$ cat config.mk
export PLATFORM = sky130hd
export DESIGN_NAME = pcpwm_timer
export DESIGN_NICKNAME = d
export VERILOG_FILES = /design/src/rtl/pcpwm_pkg.sv /design/src/rtl/pcpwm_ceiling_sel.sv /design/src/rtl/pcpwm_dual_cnt.sv /design/src/rtl/pcpwm_chan.sv /design/src/rtl/pcpwm_timer.sv
export SDC_FILE = /design/constraint.sdc
export NUM_CORES = 1
export LEC_CHECK = 0
export ABC_AREA = 0
export BUFFER_PORTS_ARGS = -buffer_cell sky130_fd_sc_hd__buf_2
export CAP_MARGIN = 0
export CORE_ASPECT_RATIO = 1.4
export CORE_UTILIZATION = 60
export DETAILED_ROUTE_END_ITERATION = 10
export PLACE_DENSITY = 0.8
export SYNTH_ARGS = -nofsm -noshare
export SYNTH_HDL_FRONTEND = slang
export SYNTH_SLANG_ARGS = --single-unit
$ cat constraint.sdc
create_clock -name clk -period 3.4 [get_ports clk]
set_input_delay 0.34 -clock clk [delete_from_list [all_inputs] [get_ports clk]]
set_output_delay 0.34 -clock clk [all_outputs]
set_load 0.05 [all_outputs]
$ cat src/rtl/pcpwm_pkg.sv
package pcpwm_pkg;

  // ceiling source codes carried on the mode input
  localparam logic [3:0] MODE_FIX8   = 4'd1;
  localparam logic [3:0] MODE_FIX9   = 4'd2;
  localparam logic [3:0] MODE_FIX10  = 4'd3;
  localparam logic [3:0] MODE_PERIOD = 4'd10;
  localparam logic [3:0] MODE_CMP0   = 4'd11;

  typedef enum logic [1:0] {
    OUT_LOW0   = 2'd0,
    OUT_LOW1   = 2'd1,
    OUT_NONINV = 2'd2,
    OUT_INV    = 2'd3
  } out_mode_e;

  // flag vector layout
  localparam int FLG_OVF  = 0;
  localparam int FLG_CEIL = 1;
  localparam int FLG_CMP0 = 2;

endpackage

$ cat src/rtl/pcpwm_ceiling_sel.sv
module pcpwm_ceiling_sel
  import pcpwm_pkg::*;
#(
  parameter int CNT_W = 16
) (
  input  logic [3:0]       mode,
  input  logic [CNT_W-1:0] period,
  input  logic [CNT_W-1:0] cmp0_act,
  output logic [CNT_W-1:0] ceiling,
  output logic             run,
  output logic             fixed
);

  localparam logic [CNT_W-1:0] CEIL8  = CNT_W'(255);
  localparam logic [CNT_W-1:0] CEIL9  = CNT_W'(511);
  localparam logic [CNT_W-1:0] CEIL10 = CNT_W'(1023);

  always_comb begin
    ceiling = '0;
    run     = 1'b1;
    fixed   = 1'b0;
    case (mode)
      MODE_FIX8:   begin ceiling = CEIL8;  fixed = 1'b1; end
      MODE_FIX9:   begin ceiling = CEIL9;  fixed = 1'b1; end
      MODE_FIX10:  begin ceiling = CEIL10; fixed = 1'b1; end
      MODE_PERIOD: ceiling = period;
      MODE_CMP0:   ceiling = cmp0_act;
      default:     run = 1'b0;
    endcase
  end

endmodule

$ cat src/rtl/pcpwm_dual_cnt.sv
module pcpwm_dual_cnt #(
  parameter int CNT_W = 16
) (
  input  logic             clk,
  input  logic             rst_ni,
  input  logic             step,
  input  logic [CNT_W-1:0] ceiling,
  output logic [CNT_W-1:0] cnt,
  output logic             dir_up,
  output logic             at_ceil,
  output logic             at_bot
);

  logic [CNT_W-1:0] cnt_q, cnt_d;
  logic             up_q, up_d;

  always_comb begin
    cnt_d   = cnt_q;
    up_d    = up_q;
    at_ceil = step && up_q && (cnt_q >= ceiling);
    at_bot  = step && !up_q && (cnt_q == '0);
    if (at_ceil) begin
      up_d  = 1'b0;
      cnt_d = (cnt_q == '0) ? cnt_q : cnt_q - CNT_W'(1);
    end else if (at_bot) begin
      up_d  = 1'b1;
      cnt_d = CNT_W'(1);
    end else if (step) begin
      cnt_d = up_q ? cnt_q + CNT_W'(1) : cnt_q - CNT_W'(1);
    end
  end

  always_ff @(posedge clk or negedge rst_ni) begin
    if (!rst_ni) begin
      cnt_q <= '0;
      up_q  <= 1'b1;
    end else if (step) begin
      cnt_q <= cnt_d;
      up_q  <= up_d;
    end
  end

  assign cnt    = cnt_q;
  assign dir_up = up_q;

endmodule

$ cat src/rtl/pcpwm_chan.sv
module pcpwm_chan
  import pcpwm_pkg::*;
#(
  parameter int CNT_W = 16
) (
  input  logic             clk,
  input  logic             rst_ni,
  input  logic             wr,
  input  logic [CNT_W-1:0] wdata,
  input  logic [CNT_W-1:0] mask,
  input  logic             load,
  input  logic             step,
  input  logic [CNT_W-1:0] cnt,
  input  logic             dir_up,
  input  logic [CNT_W-1:0] ceiling,
  input  logic [1:0]       omode,
  output logic [CNT_W-1:0] stage,
  output logic [CNT_W-1:0] act,
  output logic             match,
  output logic             pwm
);

  logic [CNT_W-1:0] stage_q, act_q;
  logic             pwm_q, pwm_d;
  logic             low_side;

  assign match = step && (cnt == act_q);
  // the zero end counts as upward, the ceiling end as downward
  assign low_side = (cnt == '0) || (dir_up && (cnt != ceiling));

  always_comb begin
    pwm_d = pwm_q;
    case (out_mode_e'(omode))
      OUT_NONINV: if (match) pwm_d = !low_side;
      OUT_INV:    if (match) pwm_d = low_side;
      default:    pwm_d = 1'b0;
    endcase
  end

  always_ff @(posedge clk or negedge rst_ni) begin
    if (!rst_ni) begin
      stage_q <= '0;
    end else if (wr) begin
      stage_q <= wdata & mask;
    end
  end

  always_ff @(posedge clk or negedge rst_ni) begin
    if (!rst_ni) begin
      act_q <= '0;
    end else if (load) begin
      act_q <= stage_q;
    end
  end

  always_ff @(posedge clk or negedge rst_ni) begin
    if (!rst_ni) begin
      pwm_q <= 1'b0;
    end else if (step) begin
      pwm_q <= pwm_d;
    end
  end

  assign stage = stage_q;
  assign act   = act_q;
  assign pwm   = pwm_q;

endmodule

$ cat src/rtl/pcpwm_timer.sv
module pcpwm_timer
  import pcpwm_pkg::*;
#(
  parameter int CNT_W = 16,
  parameter int N_CH  = 2,
  localparam int ADDR_W = $clog2(N_CH + 2),
  localparam int FLG_W  = N_CH + 2
) (
  input  logic                clk,
  input  logic                rst_n,
  input  logic                tick,
  input  logic [3:0]          mode,
  input  logic [2*N_CH-1:0]   out_mode,
  input  logic                wr_en,
  input  logic [ADDR_W-1:0]   wr_addr,
  input  logic [CNT_W-1:0]    wr_data,
  output logic [CNT_W-1:0]    cnt,
  output logic [FLG_W-1:0]    flags,
  output logic [N_CH-1:0]     pwm
);

  localparam logic [ADDR_W-1:0] ADDR_PERIOD = ADDR_W'(N_CH);
  localparam logic [ADDR_W-1:0] ADDR_FLAGS  = ADDR_W'(N_CH + 1);

  logic [1:0]                   rst_sync_q;
  logic                         rst_ni;
  logic [CNT_W-1:0]             period_q;
  logic [CNT_W-1:0]             ceiling, mask;
  logic                         run, fixed, step;
  logic                         dir_up, at_ceil, at_bot;
  logic [N_CH-1:0][CNT_W-1:0]   cmp_stage, cmp_act;
  logic [N_CH-1:0]              match;
  logic [FLG_W-1:0]             flags_q, flags_d, flag_set, flag_clr;

  // asynchronous assertion, synchronous release
  always_ff @(posedge clk or negedge rst_n) begin
    if (!rst_n) begin
      rst_sync_q <= 2'b00;
    end else begin
      rst_sync_q <= {rst_sync_q[0], 1'b1};
    end
  end
  assign rst_ni = rst_sync_q[1];

  always_ff @(posedge clk or negedge rst_ni) begin
    if (!rst_ni) begin
      period_q <= '0;
    end else if (wr_en && (wr_addr == ADDR_PERIOD)) begin
      period_q <= wr_data;
    end
  end

  pcpwm_ceiling_sel #(.CNT_W(CNT_W)) u_ceil (
    .mode     (mode),
    .period   (period_q),
    .cmp0_act (cmp_act[0]),
    .ceiling  (ceiling),
    .run      (run),
    .fixed    (fixed)
  );

  assign step = tick && run;
  assign mask = fixed ? ceiling : '1;

  pcpwm_dual_cnt #(.CNT_W(CNT_W)) u_cnt (
    .clk     (clk),
    .rst_ni  (rst_ni),
    .step    (step),
    .ceiling (ceiling),
    .cnt     (cnt),
    .dir_up  (dir_up),
    .at_ceil (at_ceil),
    .at_bot  (at_bot)
  );

  for (genvar i = 0; i < N_CH; i++) begin : g_ch
    pcpwm_chan #(.CNT_W(CNT_W)) u_ch (
      .clk     (clk),
      .rst_ni  (rst_ni),
      .wr      (wr_en && (wr_addr == ADDR_W'(i))),
      .wdata   (wr_data),
      .mask    (mask),
      .load    (at_ceil),
      .step    (step),
      .cnt     (cnt),
      .dir_up  (dir_up),
      .ceiling (ceiling),
      .omode   (out_mode[2*i +: 2]),
      .stage   (cmp_stage[i]),
      .act     (cmp_act[i]),
      .match   (match[i]),
      .pwm     (pwm[i])
    );
  end

  always_comb begin
    flag_set           = '0;
    flag_set[FLG_OVF]  = at_bot;
    flag_set[FLG_CEIL] = at_ceil && (mode == MODE_PERIOD);
    flag_set[FLG_CMP0 +: N_CH] = match;
    flag_set[FLG_CMP0] = match[0] || (at_ceil && (mode == MODE_CMP0));
    flag_clr = (wr_en && (wr_addr == ADDR_FLAGS)) ? wr_data[FLG_W-1:0] : '0;
    flags_d  = (flags_q & ~flag_clr) | flag_set;
  end

  always_ff @(posedge clk or negedge rst_ni) begin
    if (!rst_ni) begin
      flags_q <= '0;
    end else begin
      flags_q <= flags_d;
    end
  end

  assign flags = flags_q;

endmodule

== After elaboration in Yosys (flattened, before gate mapping) ==
Index checks and enable logic that the tools add are counted.

* Output and inout port bits: 22
* Bits in registers: 105
* Logic and storage cells: 82

* Bitwise operators: 4
* Mux-type cells: 17
* Reduce and logical (&&, ||, !) cells: 27
* Add/subtract/negate cells: 2
* $lt $le $gt $ge: 1
* Equal/unequal tests: 20

{| class="wikitable"
|+ Operators with widths
! operator !! count
|-
| $mux 16 || 5
|-
| $pmux 16 s5 || 1
|-
| $eq 16x16->1 || 2
|-
| $add 16x1->16 const B || 1
|-
| $and 16x16->16 || 1
|-
| $ge 16x16->1 || 1
|-
| $logic_not 16->1 || 1
|-
| $ne 16x16->1 || 1
|-
| $sub 16x1->16 const B || 1
|-
| $logic_and 1x1->1 || 14
|-
| $eq 2x2->1 const B || 6
|-
| $eq 4x2->1 const B || 2
|-
| $eq 4x4->1 const B || 2
|-
| $mux 1 || 8
|-
| $ne 2x1->1 const B || 4
|-
| $reduce_and 3->1 || 2
|-
| $reduce_or 5->1 || 1
|-
| $and 4x4->4 || 1
|-
| $eq 4x1->1 const B || 1
|-
| $mux 4 || 1
|-
| $not 4->4 || 1
|-
| $or 4x4->4 || 1
|-
| $pmux 1 s2 || 2
|-
| $reduce_and 2->1 || 2
|-
| other kinds (7) || 9
|}

== Depth between registers and ports, before layout ==
Gate-level depths: netlist of the first run.

* Depth after elaboration: 9
* Depth in mapped cells: 16

== Hierarchy ==
A second synthesis of the first run with hierarchy kept.

* Cell total of the unflattened synthesis: 686
* Area, all modules: 6643.9 um^2

{| class="wikitable"
|+ Modules (own cells, without submodules)
! module !! area an instance (um^2) !! instances !! seq. area each (um^2) !! cells an instance
|-
| pcpwm_chan || 1676.6 || 2 || 825.8 || 156
|-
| pcpwm_dual_cnt || 1898.1 || 1 || 426.7 || 248
|-
| pcpwm_timer || 1007.2 || 1 || 550.5 || 72
|-
| pcpwm_ceiling_sel || 385.4 || 1 || 0.0 || 54
|}

== Least setup slack after synthesis of the first run ==
OpenSTA, ideal clock, no wires.

* Path type: in2reg
* Start point: in mode[1]
* End point: reg u_cnt.cnt_q[6], in the netlist u_cnt.cnt[6]
* Required time: 3.251 ns
* Setup slack: 0.027 ns
* Stages on the path: 15
* Setup time: 0.149 ns
* Buffers on the path: 3
* Arrival time: 3.224 ns
* Path through: nor2b_1 -> and3_1 -> clkbuf_1 -> clkbuf_1 -> a22oi_1 -> ha_1 -> o21ai_0 -> nor2_1 -> o31a_1 -> a311o_1 -> o31ai_1 -> buf_2 -> o21ai_0 -> o21ai_0 -> o31ai_2

* Cells in the longest elaborated chain, start to end: 8
* Elaborated cells between the ends (all ways): 18
* Those cells by class: order compare (1); eq/ne (6); mux (4); reduce/logical (7)

{| class="wikitable"
|+ RTL lines
! what !! RTL line !! RTL
|-
| start: declaration || pcpwm_timer.sv:12 || <nowiki>input logic [3:0] mode,</nowiki>
|-
| parallel branches: the longest is 8 deep, another holds $ge 16x16->1 || n/a ||
|-
| end signal: assignment || pcpwm_dual_cnt.sv:38 || <nowiki>cnt_q <= cnt_d;</nowiki>
|-
| end: declaration || pcpwm_dual_cnt.sv:14 || <nowiki>logic [CNT_W-1:0] cnt_q, cnt_d;</nowiki>
|}

Parallel ways; which one is timed is not known.
A chain may end at the register's enable or synchronous reset.

== Worst setup path in the final report of the first run ==
* Start point: in mode[1]
* End point: reg u_cnt.cnt_q[7], in the netlist u_cnt.cnt[7]

Same word-level chain as after synthesis.

==> reports/qor.txt, run 1 <==
Status = complete, no violations
Reg power frac = 0.408
Clock sinks = 105
Area grow syn2layout = 13.1%
Post-place setup slack = -0.0212 ns
Commonest non-fill, non-tap cell in the layout = nand2_1
Mapped Area = 5950 um^2
Post-Synthesis Cells = 634
EDFF count, synth = 0
Tightest Pin Transition = 1.06 ns
Switching share of total power = 0.404
Routed WL = 14.7 mm
Yosys reg bits = 105
Synth warn = 0
TritonCTS clock tree = yes
Final Critical Period = 3.15 ns
Met3 Usage GRT = 0.0392
Pin count of the biggest net entering global routing = 84
Worst-path clk slew = 0.07 ns
Initial antenna violation count = 0
Num CTS Buffers = 9
Initial core utilization = 0.623
Max Root-Sink Buffers = 2
Met2 usage = 0.514
Fraction of registers with async set/reset = 1.00
Pint = 2960 uW
Detailed Place HPWL = 10.7 mm
Fillers = 741
Grt peak-use layer = met2
Layout cell share with drive strength beyond 1 = 0.222
Seq/Total Area, Yosys = 0.441
Syn nets = 682
CORE AREA = 9560 um^2
# IOs = 52
Final #Nets = 729
Syn avg cell area = 9.39 um^2
Die W = 86.2 um
Worst skew pair latency = 0.34 ns
Final RePlAce weighted congestion = 0.868
Psw = 2010 uW
Total GRT Usage = 0.300
Maxcap violations = 0
ANT cells = 0
First-pass GRT wire length = 24.0 mm
Slew Viols, Final = 0
Core Util, Final = 0.704
IR drop worst, VDD = 0.442 mV
Buffers on Ports = 51
CTS H-tree depth = 3
Congestion Overflow GR = 0
Critical path arrival = 3.38 ns
Crit end category = flip-flop
Final Cycle Share = 0.926
Die Ht = 120 um
Worst endpoint required time = 3.63 ns
First-pass iteration count of the detailed router = 6
Min-Delay Path Class = primary input to flip-flop
Vias per cell = 6.12
Clk pwr share = 0.218
Pwr Density = 739 nW/um^2
Post-route DRC = 0
Post-CTS setup buffers = 0
Top FF cell, synth = dfrtp_1
CTS root buf = clkbuf_16
Slew headroom = 0.290
FP Rows = 42
Global Route met1 Usage = 0.371
F_max = 318 MHz
Worst Skew = 0.00484 ns
Per-cell routed wire length = 18.0 um
1st-iter DRT viols = 373
Commonest cells after routing, fill and taps aside = nand2_1, dfrtp_1, buf_2
CP Class = primary input to flip-flop
Setup ws final = 0.252 ns
Routed vias = 5004
RSZ-0062 raised after global routing = false
Final setup vio count = 0
Area of the die = 10300 um^2
Unique masters post-synth = 70
Static Leak = 0.00310 uW
Comb pwr share = 0.374
ANT nets after route = 0
Final Hold Vio Count = 0
CP startpoint kind = primary input
Crit Path Max Fanout = 16
Vias in the first global route = 4981
cell type report:
cell class | count | area, um^2 | share of cell area
flip-flops and latches | 105 | 2630 | 0.391
clock buffers | 12 | 256 | 0.0381
clock inverters | 4 | 57.6 | 0.00854
inverters | 5 | 18.8 | 0.00279
well taps | 132 | 165 | 0.0245
multi-input cells | 479 | 3090 | 0.458
repair buffers | 81 | 520 | 0.0773
synth_stat cells (10+ instances only):
cell | instances | area share
mux2_2 | 35 | 0.066
xnor2_1 | 25 | 0.037
nand3_1 | 11 | 0.0092
a21oi_1 | 22 | 0.018
nor2_1 | 31 | 0.020
nor3_1 | 10 | 0.0084
nand4_1 | 16 | 0.017
xor2_1 | 11 | 0.016
clkbuf_1 | 22 | 0.014
o21ai_0 | 38 | 0.032
a221oi_1 | 10 | 0.015
buf_2 | 16 | 0.013
dfrtp_1 | 104 | 0.44
nand2_1 | 153 | 0.096
ha_1 | 18 | 0.038
worst paths after layout:
check	startpoint	end	slack, ns	cells after the start
hold reg to reg	rst_sync_q[0]	rst_sync_q[1]	0.36	0
hold / removal	out_mode[1]	g_ch[0].u_ch.pwm	0.21	2
setup reg to reg	g_ch[0].u_ch.act[9]	u_cnt.cnt[7]	0.35	12
setup / recovery	mode[1]	u_cnt.cnt[7]	0.25	14
min in group asynchronous	rst_n	rst_sync_q[1]	0.30	2
max in group asynchronous	rst_sync_q[1]	g_ch[1].u_ch.act[11]	1.98	1
power by group through the flow:
| stage | registers (uW) | logic, uW | clock network, uW |
|---|---|---|---|
| after global routing | 2070 | 2020 | 1140 |
| after global placement | 2020 | 1780 | 0 |
| after floorplan | 2090 | 1220 | 0 |
| after CTS | 2020 | 1850 | 1100 |
| final | 2030 | 1860 | 1090 |
| after detailed placement | 2040 | 1840 | 0 |
critical path: stages:
cell and delay (ns):
buf_2 0.10, nor2b_1 0.14, and3_1 0.21, buf_12 0.15, a221oi_1 0.34, ha_1 0.33
nand4_1 0.11, nor3_1 0.06, o31a_1 0.23, a311o_1 0.37, o31a_1 0.49, a21oi_1 0.23
o211ai_1 0.12, o21a_1 0.13
metrics by stage:
step	setup TNS, ns	total power (uW)	instance area (um^2)	hold slack (ns)	cells
floorplan	0	3310	5950	0.0444	634
global placement	0	3800	6410	0.125	801
detailed placement	-0.0462	3880	6410	0.127	801
CTS	0	4980	6740	0.211	818
global route	0	5230	6740	0.232	818
finish	0	4980	6740	0.215	818
kinds of logic (layout without fill, tap and decap cells):
| family | after synthesis | in the layout | share of synthesized area |
|---|---|---|---|
| compound gates | 121 | 121 | 0.137 |
| simple gates | 259 | 259 | 0.207 |
| other cells | 1 | 1 | 0.000630 |
| xor+xnor | 36 | 36 | 0.0530 |
| flops | 105 | 105 | 0.441 |
| mux | 44 | 44 | 0.0813 |
| fa+ha+maj | 18 | 18 | 0.0378 |
| buf+inv | 50 | 102 | 0.0418 |
registers in the layout, indices dropped and copies added (netlist names):
| signal | cells |
|---|---|
| g_ch.u_ch.act | 32 |
| g_ch.u_ch.stage | 32 |
| period_q | 16 |
| u_cnt.cnt | 16 |
| flags | 4 |
| g_ch.u_ch.pwm | 2 |
| rst_sync_q | 2 |
| u_cnt.dir_up | 1 |
routing by layer:
metal	wire, um	share of wire
met2	7470	0.51
met1	6110	0.42
met4	553	0.038
met3	583	0.040
met5	0	0
timing repair:
action,in CTS,in global routing
gates resized for setup,0,0
endpoints found under the hold margin,2,0
hold buffers,1,0
No activity file was read; power rests on OpenSTA's default activity.
==> run 2: changes to the inputs <==
--- a/config.mk
+++ b/config.mk
@@ -11,7 +11,7 @@
 export CORE_ASPECT_RATIO = 1.4
 export CORE_UTILIZATION = 60
 export DETAILED_ROUTE_END_ITERATION = 10
-export PLACE_DENSITY = 0.8
+export PLACE_DENSITY = 0.84
 export SYNTH_ARGS = -nofsm -noshare
 export SYNTH_HDL_FRONTEND = slang
 export SYNTH_SLANG_ARGS = --single-unit
==> run 2 against run 1 <==
Setup slack gained 0.014 ns. Largest power group unchanged. Clock-buffer cell count shrank 2. Sequential power about the same.
==> reports/qor.txt, run 2 (synthesized netlist as in run 1, its figures left out) <==
Status = complete, no violations
Initial antenna violation count = 0
Critical-path cell list = buf_2, nor2b_1, and3_1, buf_12, a221oi_1, ha_1, nand4_1, nor3_1, o31a_1, a311o_1, o211ai_4, buf_4, mux2i_1, o21ai_0, a21bo_2
Total GRT Usage = 0.311
CTS H-tree depth = 3
Per-cell routed wire length = 18.5 um
Worst-path clk slew = 0.07 ns
CP Class = primary input to flip-flop
Final Instance Count excl. Fillers = 819
Commonest non-fill, non-tap cell in the layout = nand2_1
Final #Nets = 731
Min-Delay Path Class = primary input to flip-flop
ANT nets after route = 0
Layout cell share with drive strength beyond 1 = 0.224
ANT cells = 0
Hold_ws = 0.210 ns
Routed vias = 5025
Die Ht = 120 um
Cells after DPL = 803
F_max = 319 MHz
Vias in the first global route = 5202
Worst skew pair latency = 0.35 ns
Initial core utilization = 0.623
Final setup vio count = 0
Detailed Place HPWL = 11.0 mm
FP Rows = 42
Commonest cells after routing, fill and taps aside = nand2_1, dfrtp_1, buf_2
Vias per cell = 6.14
Post-route DRC = 0
Max Root-Sink Buffers = 2
Crit Path Max Fanout = 15
Area of the die = 10300 um^2
Slew headroom = 0.334
Static Leak = 0.00310 uW
CP top delay family = compound AO/OA/AOI/OAI gates
CORE AREA = 9560 um^2
Worst Skew = 0.00703 ns
1st-iter DRT viols = 366
Pin count of the biggest net entering global routing = 53
Buffers on Ports = 51
Area grow syn2layout = 12.9%
Routed WL = 15.1 mm
Final Cycle Share = 0.922
Slew Viols, Final = 0
RSZ-0062 raised after global routing = false
Crit end category = flip-flop
Die W = 86.2 um
# IOs = 52
Clock sinks = 105
CP startpoint kind = primary input
CTS root buf = clkbuf_16
Pwr Density = 732 nW/um^2
Congestion Overflow GR = 0
IR drop worst, VDD = 0.484 mV
Worst path slowest cell = a311o_1
TritonCTS clock tree = yes
Worst endpoint required time = 3.64 ns
First-pass GRT wire length = 24.6 mm
Tightest Pin Transition = 0.996 ns
Final RePlAce weighted congestion = 0.922
Num CTS Buffers = 9
Final Hold Vio Count = 0
Maxcap violations = 0
Final Critical Period = 3.13 ns
Critical path arrival = 3.37 ns
First-pass iteration count of the detailed router = 5
WP buf/inv = 3
CP max stage delay = 0.38 ns
-- run 2: cell type report --
type                       count  area (um^2)
tap                          132          165
inverter                       5         18.8
fill                         728         2840
clock buffer                  10          229
multi-input combinational    479         3090
timing repair buffer          83          536
sequential                   105         2630
clock inverter                 5         57.6
-- run 2: worst register-to-register path, delay by kind of cell, from the launching register on --
kind,cells,cell delay (ns)
AND/OR/NAND/NOR,2,0.32
adder cells (fa/ha/maj),1,0.29
multiplexers,2,0.35
buffers and inverters,1,0.22
flip-flops,1,0.41
AO/OA/AOI/OAI,6,1.35
-- run 2: per-stage QoR --
step / power (uW) / util / cell area (um^2) / worst slack [ns] / TNS (ns)
2_1_floorplan: 3310 / - / 5950 / 0.0271 / 0
3_3_place_gp: 3820 / 0.672 / 6430 / 0.0163 / 0
3_5_place_dp: 3890 / 0.672 / 6430 / -0.0376 / -0.121
4_1_cts: 4920 / 0.703 / 6720 / 0.282 / 0
5_1_grt: 5180 / 0.703 / 6730 / 0.0671 / 0
6_report: 4920 / 0.703 / 6730 / 0.266 / 0
-- run 2: per-layer routing --
metal  routed length [um]  vias up  global-route usage
met1                 5880     2463               0.361
met3                  747       47              0.0509
met4                  641        0               0.194
met5                    0        -                   0
li1                     -     2325                   -
met2                 7840      190               0.529
-- run 2: where the power goes --
group | switching [uW] | internal [uW]
logic | 1110 | 766
registers | 440 | 1590
clock network | 448 | 568
-- run 2: worst paths after layout --
kind                                startpoint               endpoint  slack [ns]  cells after the start
setup / recovery                       mode[1]           u_cnt.cnt[8]        0.27                     15
max in group asynchronous        rst_sync_q[1]          u_cnt.cnt[14]        2.20                      1
min in group asynchronous                rst_n          rst_sync_q[1]        0.30                      2
setup reg to reg           g_ch[0].u_ch.act[8]           u_cnt.cnt[8]        0.36                     12
hold reg to reg                  rst_sync_q[1]  g_ch[1].u_ch.stage[1]        0.36                      0
hold / removal                     out_mode[1]       g_ch[0].u_ch.pwm        0.21                      2
-- run 2: what timing repair did --
| item | 4_1_cts | 5_1_grt |
|---|---|---|
| hold buffers | 1 | 0 |
| setup buffers | 0 | 0 |
| endpoints found under the setup margin | 0 | 1 |
| resized for setup | 0 | 1 |
| endpoints found under the hold margin | 2 | 0 |
==> run 3: changes to the inputs <==
--- a/config.mk
+++ b/config.mk
@@ -11,7 +11,9 @@
 export CORE_ASPECT_RATIO = 1.4
 export CORE_UTILIZATION = 60
 export DETAILED_ROUTE_END_ITERATION = 10
-export PLACE_DENSITY = 0.84
+export PLACE_DENSITY = 0.8
+export RECOVER_POWER = 25
 export SYNTH_ARGS = -nofsm -noshare
 export SYNTH_HDL_FRONTEND = slang
+export SYNTH_HIERARCHICAL = 1
 export SYNTH_SLANG_ARGS = --single-unit
==> run 3 against run 2 <==
Via count rose by 16%. Non-clock buffer count rose by 25. Setup slack improved by 0.0067 ns. The flow now finishes with violations (capacitance limit, slew limit). Clock power rose by 8%. Synthesized area rose by 12%. Clock skew rose by 0.0037 ns. Global-route usage rose by 3.8 points. Routed wire length rose by 27%. Largest cell class unchanged. Sequential share of layout area fell by 4.8 points. Final cell count rose by 12%.
==> reports/qor.txt, run 3 <==
First-pass iteration count of the detailed router = 6
Yosys reg bits = 105
Area grow syn2layout = 15.4%
Worst-path clk slew = 0.08 ns
1st-iter DRT viols = 516
IR drop worst, VDD = 0.507 mV
CTS H-tree depth = 3
Worst Skew = 0.0107 ns
Synth area leader = dfrtp_1
CORE AREA = 10800 um^2
Total negative slack = 0 ns
Worst skew pair latency = 0.36 ns
Total GRT Usage = 0.349
CP Class = flip-flop to flip-flop
Final Hold Vio Count = 0
TritonCTS clock tree = yes
First-pass GRT wire length = 30.8 mm
Static Leak = 0.00332 uW
Seq/Total Area, Yosys = 0.396
Detailed Place HPWL = 14.1 mm
Unique masters post-synth = 71
Congestion Overflow GR = 0
Synth top area cells = dfrtp_1, xnor2_1, mux2_2
RSZ-0062 raised after global routing = false
Buffers on Ports = 51
Pin count of the biggest net entering global routing = 58
Num CTS Buffers = 9
Final #Nets = 823
Syn avg cell area = 9.68 um^2
Worst path slowest cell = dfrtp_1
Synth warn = 6
Min-Delay Path Class = primary input to flip-flop
Tightest Pin Transition = 2.35 ns
Vias in the first global route = 5799
Commonest cells after routing, fill and taps aside = dfrtp_1, inv_1, xnor2_1
Initial antenna violation count = 0
Max Root-Sink Buffers = 2
Critical path arrival = 3.36 ns
FP Rows = 45
Worst endpoint required time = 3.64 ns
Crit Path Max Fanout = 40
# IOs = 52
Mapped Area = 6640 um^2
Per-cell routed wire length = 20.9 um
Die W = 90.9 um
Final Critical Period = 3.13 ns
Slew Viols, Final = 57
Multi-input logic area = 3580 um^2
CP startpoint kind = flip-flop
Sequential cell area = 2630 um^2
Setup ws final = 0.272 ns
Clock sinks = 105
Final RePlAce weighted congestion = 0.979
Pwr Density = 796 nW/um^2
Fillers = 860
Commonest cells post-synth = dfrtp_1, inv_1, xnor2_1
Top FF cell, synth = dfrtp_1
Die Ht = 127 um
Layout cell share with drive strength beyond 1 = 0.244
Critical-path cell list = nand2_1, a221oi_2, inv_1, ha_1, and2_0, a221oi_1, o22ai_2, o311ai_2, inv_2, buf_12, a221oi_1, a21oi_1
Post-place setup slack = 0.0342 ns
F_max = 320 MHz
ANT cells = 0
Maxcap violations = 1
Crit end category = flip-flop
Post-route DRC = 0
Status = finished with violations
CP max stage delay = 0.42 ns
Syn nets = 735
Number of gates resized after cts = 0
ANT nets after route = 0
Vias per cell = 6.36
Initial core utilization = 0.615
Area of the die = 11500 um^2
Count leader, synth = dfrtp_1
Final setup vio count = 0
Post-synth top area share = 0.392
EDFF count, synth = 0
CTS root buf = clkbuf_16
Commonest non-fill, non-tap cell in the layout = dfrtp_1
Slew headroom = -0.564
Fraction of registers with async set/reset = 1.00
Routed WL = 19.2 mm
Violated checks = capacitance limit, slew limit
Routed vias = 5850
Design Power = 6110 uW
Final Cycle Share = 0.920
Post-Synthesis Cells = 686
Most used cell, CP = a221oi_1
run 3: power by group:
| part | total, uW | switching (uW) | leakage [uW] | internal (uW) |
|---|---|---|---|---|
| logic | 2930 | 1750 | 0.00187 | 1180 |
| registers | 2070 | 434 | 0.00130 | 1640 |
| clock network | 1100 | 513 | 0.000155 | 587 |
run 3: cell type report:
type,instances,area share
Inverter,70,0.0343
Multi-Input combinational cell,480,0.466
Sequential cell,105,0.343
Clock inverter,7,0.0116
Clock buffer,9,0.0294
Tap cell,141,0.0230
Timing Repair Buffer,108,0.0923
run 3: cells by family after synthesis:
| family | Yosys count | synth area share |
|---|---|---|
| AND/OR/NAND/NOR | 193 | 0.165 |
| XOR/XNOR | 68 | 0.0896 |
| multiplexers | 55 | 0.0976 |
| AO/OA/AOI/OAI | 144 | 0.154 |
| other | 1 | 0.000564 |
| buffers and inverters | 101 | 0.0623 |
| adder cells (fa/ha/maj) | 19 | 0.0358 |
| flip-flops | 105 | 0.396 |
run 3: path summary, 6_finish.rpt:
check                                     from             to  slack (ns)  cells after the start
setup / recovery           g_ch[0].u_ch/act[6]  u_cnt/cnt[10]        0.27                     12
hold / removal                      wr_data[7]    period_q[7]        0.23                      2
setup reg to reg           g_ch[0].u_ch/act[6]  u_cnt/cnt[10]        0.27                     12
hold reg to reg                  rst_sync_q[0]  rst_sync_q[1]        0.36                      0
max in group asynchronous        rst_sync_q[1]   u_cnt/cnt[0]        0.88                      0
min in group asynchronous                rst_n  rst_sync_q[1]        0.29                      2
run 3: worst max-delay path: cells and delay by family (launching register included):
| family | cells | cell delay [ns] |
|---|---|---|
| AND/OR/NAND/NOR | 2 | 0.28 |
| AO/OA/AOI/OAI | 6 | 1.59 |
| adder cells (fa/ha/maj) | 1 | 0.27 |
| buffers and inverters | 3 | 0.40 |
| flip-flops | 1 | 0.42 |
run 3: per-layer routing:
metal | GRT usage | wire length (um) | up-vias | part of all wire
li1 | - | - | 2639 | -
met1 | 0.415 | 7440 | 2852 | 0.39
met2 | 0.606 | 9690 | 289 | 0.50
met3 | 0.0438 | 1040 | 70 | 0.054
met4 | 0.203 | 1040 | 0 | 0.054
met5 | 0 | 0 | - | 0
run 3: metrics by stage:
step                instances  hold slack [ns]   util  cell area, um^2
floorplan                 686           0.0444      -             6690
global placement          903            0.124  0.685             7400
detailed placement        903            0.126  0.685             7400
CTS                       920            0.233  0.715             7720
global route              920            0.223  0.709             7670
finish                    920            0.227  0.709             7670
run 3: timing repair:
| action | in CTS | in global routing |
|---|---|---|
| setup endpoints to repair | 0 | 0 |
| hold buffers | 1 | 0 |
| hold endpoints to repair | 2 | 0 |
| setup buffers | 0 | 0 |
